===== config.mk =====
export PLATFORM = sky130hd
export DESIGN_NAME = rdpf_ctrl
export DESIGN_NICKNAME = d
export VERILOG_FILES = /design/src/rtl/rdpf_pkg.sv /design/src/rtl/rdpf_policy.sv /design/src/rtl/rdpf_classify.sv /design/src/rtl/rdpf_seq.sv /design/src/rtl/rdpf_ctrl.sv
export SDC_FILE = /design/constraint.sdc
export NUM_CORES = 1
export LEC_CHECK = 0
export BUFFER_PORTS_ARGS = -buffer_cell sky130_fd_sc_hd__buf_2
export CAP_MARGIN = 10
export CORE_UTILIZATION = 55
export DETAILED_ROUTE_END_ITERATION = 16
export PLACE_DENSITY = 0.79
export SYNTH_ARGS = -nofsm -noshare
export SYNTH_HDL_FRONTEND = slang
export SYNTH_SLANG_ARGS = --single-unit

===== constraint.sdc =====
create_clock -name clk -period 4.8 [get_ports clk]
set_input_delay 0.96 -clock clk [delete_from_list [all_inputs] [get_ports clk]]
set_output_delay 0.96 -clock clk [all_outputs]
set_load 0.02 [all_outputs]

===== src/rtl/rdpf_pkg.sv =====
package rdpf_pkg;

    localparam logic [3:0] CMD_MEM_RD  = 4'h6;
    localparam logic [3:0] CMD_RD_LINE = 4'hE;
    localparam logic [3:0] CMD_RD_MULT = 4'hC;

    localparam logic [2:0] POLICY_RESET = 3'b100;

    typedef enum logic [1:0] {
        ST_IDLE  = 2'd0,
        ST_DEC   = 2'd1,
        ST_BURST = 2'd2,
        ST_REGW  = 2'd3
    } seq_st_e;

    typedef struct packed {
        logic pf;
        logic agg;
    } cmd_class_t;

    function automatic cmd_class_t classify(input logic [3:0] cmd, input logic is_reg,
                                            input logic [2:0] pol);
        cmd_class_t c;
        c.pf  = 1'b0;
        c.agg = 1'b0;
        if (!is_reg) begin
            unique case (cmd)
                CMD_MEM_RD:  begin c.pf = 1'b1; c.agg = pol[0]; end
                CMD_RD_LINE: begin c.pf = 1'b1; c.agg = pol[1]; end
                CMD_RD_MULT: begin c.pf = 1'b1; c.agg = pol[2]; end
                default:     begin c.pf = 1'b0; c.agg = 1'b0; end
            endcase
        end
        return c;
    endfunction

endpackage


===== src/rtl/rdpf_policy.sv =====
module rdpf_policy
    import rdpf_pkg::*;
(
    input  logic       clk,
    input  logic       rst,
    input  logic       wr_i,
    input  logic [2:0] din_i,
    output logic [2:0] pol_o
);
    always_ff @(posedge clk) begin
        if (rst)       pol_o <= POLICY_RESET;
        else if (wr_i) pol_o <= din_i;
    end


    pol_reset_chk: assert property (@(posedge clk) $fell(rst) |-> pol_o == POLICY_RESET);
endmodule


===== src/rtl/rdpf_classify.sv =====
module rdpf_classify
    import rdpf_pkg::*;
(
    input  logic [3:0] cmd_i,
    input  logic       reg_i,
    input  logic [2:0] pol_i,
    output cmd_class_t cls_o
);
    always_comb cls_o = classify(cmd_i, reg_i, pol_i);
endmodule


===== src/rtl/rdpf_seq.sv =====
module rdpf_seq
    import rdpf_pkg::*;
#(
    parameter int AW        = 16,
    parameter int BUF_WORDS = 8,
    parameter int CEIL_GAP  = 8
) (
    input  logic          clk,
    input  logic          rst,
    input  logic          req_valid_i,
    input  logic [3:0]    req_cmd_i,
    input  logic [AW-1:0] req_addr_i,
    input  logic          req_reg_i,
    input  logic          frame_i,
    input  logic          take_i,
    input  logic [AW-1:0] mem_last_i,
    input  cmd_class_t    cls_i,
    output logic [3:0]    cmd_q_o,
    output logic          reg_q_o,
    output logic          fetch_req_o,
    output logic [AW-1:0] fetch_addr_o,
    output logic          fetch_buf_o,
    output logic          fetch_single_o,
    output logic          disc_o,
    output logic          flush_o
);
    localparam int CW = (BUF_WORDS > 1) ? $clog2(BUF_WORDS) : 1;
    localparam logic [CW-1:0] LAST_IDX = CW'(BUF_WORDS - 1);
    localparam logic [AW-1:0] STEP     = AW'(BUF_WORDS);

    seq_st_e       st_q;
    logic [AW-1:0] addr_q, nxt_q;
    logic [CW-1:0] cnt_q;
    logic          rdb_q, issued_q, agg_q;

    logic [AW-1:0] ceil;
    logic          drain, early_ok;
    always_comb begin
        ceil     = mem_last_i - AW'(CEIL_GAP);
        drain    = take_i && (cnt_q == LAST_IDX);
        early_ok = agg_q && !issued_q && (nxt_q <= ceil);
    end

    always_ff @(posedge clk) begin
        if (rst) begin
            st_q <= ST_IDLE; addr_q <= '0; nxt_q <= '0; cnt_q <= '0;
            rdb_q <= 1'b0; issued_q <= 1'b0; agg_q <= 1'b0;
            cmd_q_o <= '0; reg_q_o <= 1'b0;
            fetch_req_o <= 1'b0; fetch_addr_o <= '0; fetch_buf_o <= 1'b0;
            fetch_single_o <= 1'b0; disc_o <= 1'b0; flush_o <= 1'b0;
        end else begin
            fetch_req_o <= 1'b0;
            disc_o      <= 1'b0;
            flush_o     <= 1'b0;
            unique case (st_q)
                ST_IDLE: if (req_valid_i) begin
                    cmd_q_o <= req_cmd_i;
                    reg_q_o <= req_reg_i;
                    addr_q  <= req_addr_i;
                    st_q    <= ST_DEC;
                end
                ST_DEC: begin
                    fetch_req_o  <= 1'b1;
                    fetch_addr_o <= addr_q;
                    fetch_buf_o  <= 1'b0;
                    cnt_q <= '0; rdb_q <= 1'b0; issued_q <= 1'b0;
                    nxt_q <= addr_q + STEP;
                    agg_q <= cls_i.agg;
                    if (frame_i && cls_i.pf) begin
                        fetch_single_o <= 1'b0;
                        st_q <= ST_BURST;
                    end else begin
                        fetch_single_o <= 1'b1;
                        st_q <= (frame_i && !cls_i.pf) ? ST_REGW : ST_IDLE;
                    end
                end
                ST_BURST: begin
                    if (!frame_i) begin
                        flush_o  <= 1'b1;
                        issued_q <= 1'b0;
                        st_q     <= ST_IDLE;
                    end else if (drain) begin
                        cnt_q <= '0;
                        rdb_q <= !rdb_q;
                        issued_q <= 1'b0;
                        if (!issued_q) begin
                            fetch_req_o    <= 1'b1;
                            fetch_addr_o   <= nxt_q;
                            fetch_buf_o    <= !rdb_q;
                            fetch_single_o <= 1'b0;
                            nxt_q          <= nxt_q + STEP;
                        end
                    end else if (take_i) begin
                        cnt_q <= cnt_q + 1'b1;
                        if (early_ok) begin
                            fetch_req_o    <= 1'b1;
                            fetch_addr_o   <= nxt_q;
                            fetch_buf_o    <= !rdb_q;
                            fetch_single_o <= 1'b0;
                            nxt_q          <= nxt_q + STEP;
                            issued_q       <= 1'b1;
                        end
                    end
                end
                ST_REGW: begin
                    if (!frame_i) st_q <= ST_IDLE;
                    else if (take_i) begin
                        disc_o <= 1'b1;
                        st_q   <= ST_IDLE;
                    end
                end
                default: st_q <= ST_IDLE;
            endcase
        end
    end

    // Checker state: address of the previous fetch
    logic [AW-1:0] prev_addr_q;
    always_ff @(posedge clk) begin
        if (rst) prev_addr_q <= '0;
        else if (fetch_req_o) prev_addr_q <= fetch_addr_o;
    end


    disc_from_regw_chk: assert property (@(posedge clk) disable iff (rst)
        disc_o |-> $past(st_q == ST_REGW));

    np_single_chk: assert property (@(posedge clk) disable iff (rst)
        (fetch_req_o && $past(st_q == ST_DEC) && !$past(cls_i.pf)) |-> fetch_single_o);

    flush_quiet_chk: assert property (@(posedge clk) disable iff (rst)
        flush_o |=> !fetch_req_o);

    cons_drain_chk: assert property (@(posedge clk) disable iff (rst)
        (fetch_req_o && !$past(st_q == ST_DEC) && !agg_q) |-> $past(cnt_q) == LAST_IDX);

    step_chk: assert property (@(posedge clk) disable iff (rst)
        (fetch_req_o && !$past(st_q == ST_DEC)) |-> fetch_addr_o == prev_addr_q + STEP);

    first_buf_chk: assert property (@(posedge clk) disable iff (rst)
        (fetch_req_o && $past(st_q == ST_DEC)) |-> !fetch_buf_o);
endmodule


===== src/rtl/rdpf_ctrl.sv =====
module rdpf_ctrl
    import rdpf_pkg::*;
#(
    parameter int AW        = 16,
    parameter int BUF_WORDS = 8,
    parameter int CEIL_GAP  = 8
) (
    input  logic          clk,
    input  logic          rst,
    input  logic          req_valid,
    input  logic [3:0]    req_cmd,
    input  logic [AW-1:0] req_addr,
    input  logic          req_reg,
    input  logic          frame,
    input  logic          take,
    input  logic [AW-1:0] mem_last,
    input  logic          pol_wr,
    input  logic [2:0]    pol_din,
    output logic          fetch_req,
    output logic [AW-1:0] fetch_addr,
    output logic          fetch_buf,
    output logic          fetch_single,
    output logic          disconnect,
    output logic          flush
);
    logic [2:0]  pol;
    logic [3:0]  cmd_q;
    logic        reg_q;
    cmd_class_t  cls;

    rdpf_policy u_pol (
        .clk(clk), .rst(rst), .wr_i(pol_wr), .din_i(pol_din), .pol_o(pol)
    );

    rdpf_classify u_cls (
        .cmd_i(cmd_q), .reg_i(reg_q), .pol_i(pol), .cls_o(cls)
    );

    rdpf_seq #(.AW(AW), .BUF_WORDS(BUF_WORDS), .CEIL_GAP(CEIL_GAP)) u_seq (
        .clk(clk), .rst(rst),
        .req_valid_i(req_valid), .req_cmd_i(req_cmd), .req_addr_i(req_addr),
        .req_reg_i(req_reg), .frame_i(frame), .take_i(take), .mem_last_i(mem_last),
        .cls_i(cls), .cmd_q_o(cmd_q), .reg_q_o(reg_q),
        .fetch_req_o(fetch_req), .fetch_addr_o(fetch_addr), .fetch_buf_o(fetch_buf),
        .fetch_single_o(fetch_single), .disc_o(disconnect), .flush_o(flush)
    );


    reset_quiet_chk: assert property (@(posedge clk)
        $past(rst) |-> !fetch_req && !disconnect && !flush);
endmodule


== After elaboration in Yosys (flattened, before gate mapping) ==
Index checks and enable logic that the tools add are counted.

* Register bits after elaboration: 69
* Input port bits: 46
* Output and inout bits: 21
* Word-level logic and storage cells: 113

* Reduce and logical (&&, ||, !) cells: 18
* Magnitude comparators: 1
* Bitwise gates (word level): 3
* Equal/unequal tests: 17
* Add/sub/neg operators: 4
* Muxes and demuxes: 54

{| class="wikitable"
|+ Operators with widths
! kind !! number
|-
| $mux 16 || 10
|-
| $pmux 16 s2 || 2
|-
| $add 16x4->16 const B || 2
|-
| $mux 1 || 24
|-
| $le 16x16->1 || 1
|-
| $sub 16x4->16 const B || 1
|-
| $mux 2 || 7
|-
| $reduce_and 3->1 || 4
|-
| $pmux 1 s2 || 5
|-
| $mux 3 || 3
|-
| $eq 4x4->1 const B || 2
|-
| $pmux 2 s4 || 1
|-
| $ne 2x2->1 const B || 3
|-
| $ne 3x3->1 const B || 2
|-
| $pmux 2 s3 || 1
|-
| $pmux 3 s2 || 1
|-
| $logic_and 1x1->1 || 5
|-
| $reduce_and 5->1 || 1
|-
| $eq 2x2->1 const B || 2
|-
| $eq 4x3->1 const B || 1
|-
| $ne 4x2->1 const B || 1
|-
| $ne 4x3->1 const B || 1
|-
| $add 3x1->3 const B || 1
|-
| $eq 3x3->1 const B || 1
|-
| 11 further kinds || 15
|}

== Depth between registers and ports, before layout ==
* Depth after elaboration: 8
* Depth in mapped cells: 15
* Depth with buffers taken out: 13

== Cells and area by module ==
Synthesis repeated with hierarchy kept, for this count alone.

* Cell total of the unflattened synthesis: 502
* Area total of the unflattened synthesis: 3,958.8 um^2

{| class="wikitable"
|+ Modules (own cells, without submodules)
! module !! sequential area each (um^2) !! cells each !! times used !! area an instance (um^2)
|-
| rdpf_seq || 1,321.3 || 487 || 1 || 3,812.4
|-
| rdpf_policy || 60.1 || 9 || 1 || 102.6
|-
| rdpf_classify || 0.0 || 6 || 1 || 43.8
|}

== Least setup slack after synthesis ==
Ideal clock, no wire load.

* Path kind: input port to flip-flop
* Start: in mem_last[12]
* End: reg u_seq.nxt_q[13]
* Setup slack: 993 ps
* Stages on the path: 12
* Arrival: 3,689 ps
* Cells stage by stage: or4_1 > nor4_1 > xnor2_1 > ha_1 > nand4_4 > o21bai_1 > or2_0 > o32a_1 > o21a_1 > buf_2 > nor3_1 > nor2_1

* Longest elaborated chain between the ends: 5

{| class="wikitable"
|+ RTL lines
! item !! line !! text
|-
| from (decl) || rdpf_ctrl.sv:16 || <nowiki>input logic [AW-1:0] mem_last,</nowiki>
|-
| $sub 16x4->16 || rdpf_seq.sv:39 || <nowiki>ceil = mem_last_i - AW'(CEIL_GAP);</nowiki>
|-
| $le 16x16->1 || rdpf_seq.sv:41 || <nowiki>early_ok = agg_q && !issued_q && (nxt_q <= ceil);</nowiki>
|-
| $logic_and 1x1->1 || rdpf_seq.sv:41 ||
|-
| $ne 3x1->1 (no line) || -- ||
|-
| $reduce_and 5->1 (no line) || -- ||
|-
| to (signal assigned) || rdpf_seq.sv:67 || <nowiki>nxt_q <= addr_q + STEP;</nowiki>
|-
| to (signal assigned) || rdpf_seq.sv:91 || <nowiki>nxt_q <= nxt_q + STEP;</nowiki>
|-
| to (signal assigned) || rdpf_seq.sv:100 || <nowiki>nxt_q <= nxt_q + STEP;</nowiki>
|-
| to (decl) || rdpf_seq.sv:32 || <nowiki>logic [AW-1:0] addr_q, nxt_q;</nowiki>
|}

Every way passes these cells.
A chain may end at the register's enable or synchronous reset.

== Final worst setup path ==
* Start: in mem_last[5]
* End: reg u_seq.nxt_q[14]

Same word-level chain as after synthesis.

==> results by group <==
Timing
  • Setup_tns: 0 ps
  • Worst slew pin tran: 992 ps
  • Tcrit/Tclk final: 87.6%
  • Worst Slack Setup Final: ~600 ps
  • Crit path time final: 4200 ps
  • Fmax: approximately 240 MHz
  • Max Slew Vio Count: 0
  • Hold Slack: 454 ps
  • Rel. slew slack: 33.8%
  • Hold Vio Cnt, Final: 0
  • RSZ-0062 raised after global routing: false
  • # setup viols final: 0
  • Setup Skew: between 4 and 5 ps

Worst hold path
  • Worst min path class: reg2reg

Placed design
  • Placed Cells: 608
  • Placed cell area: 4190 um^2
  • Post-DP HPWL: around 6600 um
  • Final Wtd Congestion: 0.893
  • Worst slack at placement: ~260 ps
  • IO buf count: 66

Clock tree
  • Max clock buf depth: 2
  • Root Driver: clkbuf_8
  • CTS tree: yes
  • Skew-Pair Late Insertion Delay: 340 ps
  • CTS clk-pin slew, worst paths: 70 ps
  • CTS Buf Count: 9
  • # resized after CTS: 0
  • Clock sink count: 69
  • Hold buffers post-CTS: 0
  • Setup bufs post-CTS: 0
  • H-Tree Depth: 3

Power and ir drop
  • Clock share of power: between 20% and 30%
  • Worst VDD drop: around 0.00026 V
  • Switching part of the total: 34.4%
  • Combinational power share: 25.6%
  • Final Power: 1.45 mW
  • PD cells: 333 nW/um^2
  • P_int: 952 uW
  • Pleak: roughly 1.7 nW
  • Reg power frac: 46.4%
  • Net Sw Power: 499 uW

Synthesis
  • Area share of the largest cell type after synthesis: 35.9%
  • Synth cell count leaders: nand2_1, dfxtp_1, a21oi_1
  • Synth warnings: 0
  • #FFs+latches synth: 69
  • Area leader, netlist: dfxtp_1
  • Synth unique cells: 58
  • FFs w/ async S/R, synth: 0%
  • Mean post-synth cell area: 7.93 um^2
  • Most common cell in the netlist: nand2_1
  • Post-Syn Area: 3850 um^2
  • Post-synth EDFFs: 0
  • Sequential cell area fraction in the yosys report: approximately 36%
  • Synthesized net count: 555
  • Main synth FF type: dfxtp_1
  • Synth top area cells: dfxtp_1, nand2_1, ha_1
  • Post-Syn Instances: 485

GRT
  • Vias in the first global route: 3248
  • Initial antenna violation count: 0
  • First-pass GRT wire length: 15300 um
  • GRT Total Usage: between 20% and 30%
  • Total grt overflow: 0
  • Pin count of the biggest net entering global routing: 63

Floorplan
  • Initial Util: 56.9%
  • Core area: 6760 um^2
  • Die Wd: 85.6 um
  • Row Count: 30
  • IO Pins: 67
  • Die Footprint: 7330 um^2
  • DIE HEIGHT: 85.6 um

Critical path
  • Startpoint Class: input port
  • Critical path capture point type: register
  • R2R setup slack: 1290 ps
  • Crit-path max FO: 16
  • Worst setup path class: in2reg
  • Worst EP arrival: 4430 ps
  • Required time worst endpoint: between 5000 and 6000 ps

Route
  • Drt first-iter violations: 261
  • Routed wire per std cell: 14.9 um
  • Remaining antenna violation count after routing: 0
  • Drt total wl: 9280 um
  • Remaining DRCs: 0
  • Routed via count: 3623
  • DRT Pass-1 Iters: 4
  • Vias per cell: roughly 5.8

Layout
  • P&R area growth vs syn: 13.3%
  • Final net count: 609
  • Post-Layout Cell Count: 623
  • Ratio of cells with drive above 1 in the final layout: 17.7%
  • Final core utilization: around 64%
  • Ant diodes: 0
  • Final Cell Area: around 4400 um^2

Job
  • Max Cap Violations: 0

Status
  • Status: finished, final reports clean
critical path, cell delays in order:
cell and delay [ps]:
buf_2 120, nor4_1 470, nand2_1 170, nor3_1 260, xnor2_1 100, ha_1 340, nand4_4 160, nor3_1 260
or2_0 140, o32a_1 300, o21a_1 590, nor3_1 140, a2111oi_1 390
sequential cells by signal, indices dropped and copies added (netlist names):
| signal | flops |
|---|---|
| u_seq.disc_o | 1 |
| u_seq.fetch_req_o | 1 |
| u_seq.st_q | 2 |
| u_seq.fetch_addr_o | 16 |
| u_seq.cmd_q_o | 4 |
| u_seq.cnt_q | 3 |
| u_seq.fetch_buf_o | 1 |
| u_seq.flush_o | 1 |
| u_seq.fetch_single_o | 1 |
| u_seq.rdb_q | 1 |
| u_seq.addr_q | 16 |
| u_seq.issued_q | 1 |
| u_seq.nxt_q | 16 |
| u_seq.reg_q_o | 1 |
| u_seq.agg_q | 1 |
| u_pol.pol_o | 3 |
metal layers:
| layer | global-route usage, % | vias up | routed length, um |
|---|---|---|---|
| met4 | 10.3 | 0 | 159 |
| met3 | 5.10 | 14 | 619 |
| met5 | 0 | - | 0 |
| met1 | 36.9 | 1636 | 4350 |
| met2 | 41.0 | 127 | 4150 |
| li1 | - | 1846 | - |
final cells by class:
class,count,area (um^2)
Multi-Input combinational cell,380,2320
Fill cell,590,2400
Tap cell,80,100
Clock inverter,5,27.5
Timing Repair Buffer,69,353
Sequential cell,69,1380
Clock buffer,10,138
Inverter,10,37.5
logic make-up (layout without fill, tap and decap cells):
group | Yosys count | after routing | share of synthesized area [%]
and+or+nand+nor | 218 | 218 | 26.7
muxes | 19 | 19 | 5.14
adders and majority gates | 24 | 24 | 7.81
xor gates and xnor gates | 10 | 10 | 2.28
AOI/OAI and AO/OA | 109 | 109 | 18.2
buffers and inverters | 36 | 94 | 3.94
DFF | 69 | 69 | 35.9
cells in the final DEF (no fill, tap or decap), types with 4 or more instances in the layout:
| cell | synthesis | routed |
|---|---|---|
| nand2_1 | 113 | 113 |
| dfxtp_1 | 69 | 69 |
| buf_2 | 7 | 66 |
| a21oi_1 | 44 | 44 |
| nor2_1 | 31 | 31 |
| ha_1 | 24 | 23 |
| nor3_1 | 16 | 16 |
| nand3_1 | 15 | 15 |
| a211oi_1 | 14 | 14 |
| o21ai_0 | 14 | 14 |
| mux2i_1 | 13 | 13 |
| inv_1 | 10 | 10 |
| clkbuf_8 | 0 | 10 |
| a31oi_1 | 9 | 9 |
| xnor2_1 | 7 | 7 |
| nand4_1 | 7 | 7 |
| mux2_2 | 6 | 6 |
| o221ai_1 | 5 | 5 |
| nor3b_1 | 5 | 5 |
| nor4_1 | 4 | 4 |
| nor2b_1 | 4 | 4 |
| o21a_1 | 4 | 4 |
| and2_1 | 4 | 4 |
| clkinv_2 | 0 | 4 |
path summary, 6_finish.rpt:
| check | startpoint | endpoint | cells after the start |
|---|---|---|---|
| worst max-delay path | mem_last[5] | u_seq.nxt_q[14] | 13 |
| worst min-delay path | u_seq.cmd_q_o[2] | u_seq.cmd_q_o[2] | 2 |
| worst max register to register | u_seq.st_q[0] | u_seq.nxt_q[15] | 11 |
| worst min register to register | u_seq.cmd_q_o[2] | u_seq.cmd_q_o[2] | 2 |
power by group through the flow:
| stage | registers, mW | clock network, mW | logic (mW) |
|---|---|---|---|
| 6_report | 0.673 | 0.406 | 0.372 |
| 3_3_place_gp | 0.682 | 0 | 0.358 |
| 3_5_place_dp | 0.683 | 0 | 0.370 |
| 5_1_grt | 0.679 | 0.441 | 0.412 |
| 2_1_floorplan | 0.698 | 0 | 0.243 |
| 4_1_cts | 0.671 | 0.411 | 0.372 |
No activity file was read; power rests on OpenSTA's default activity.
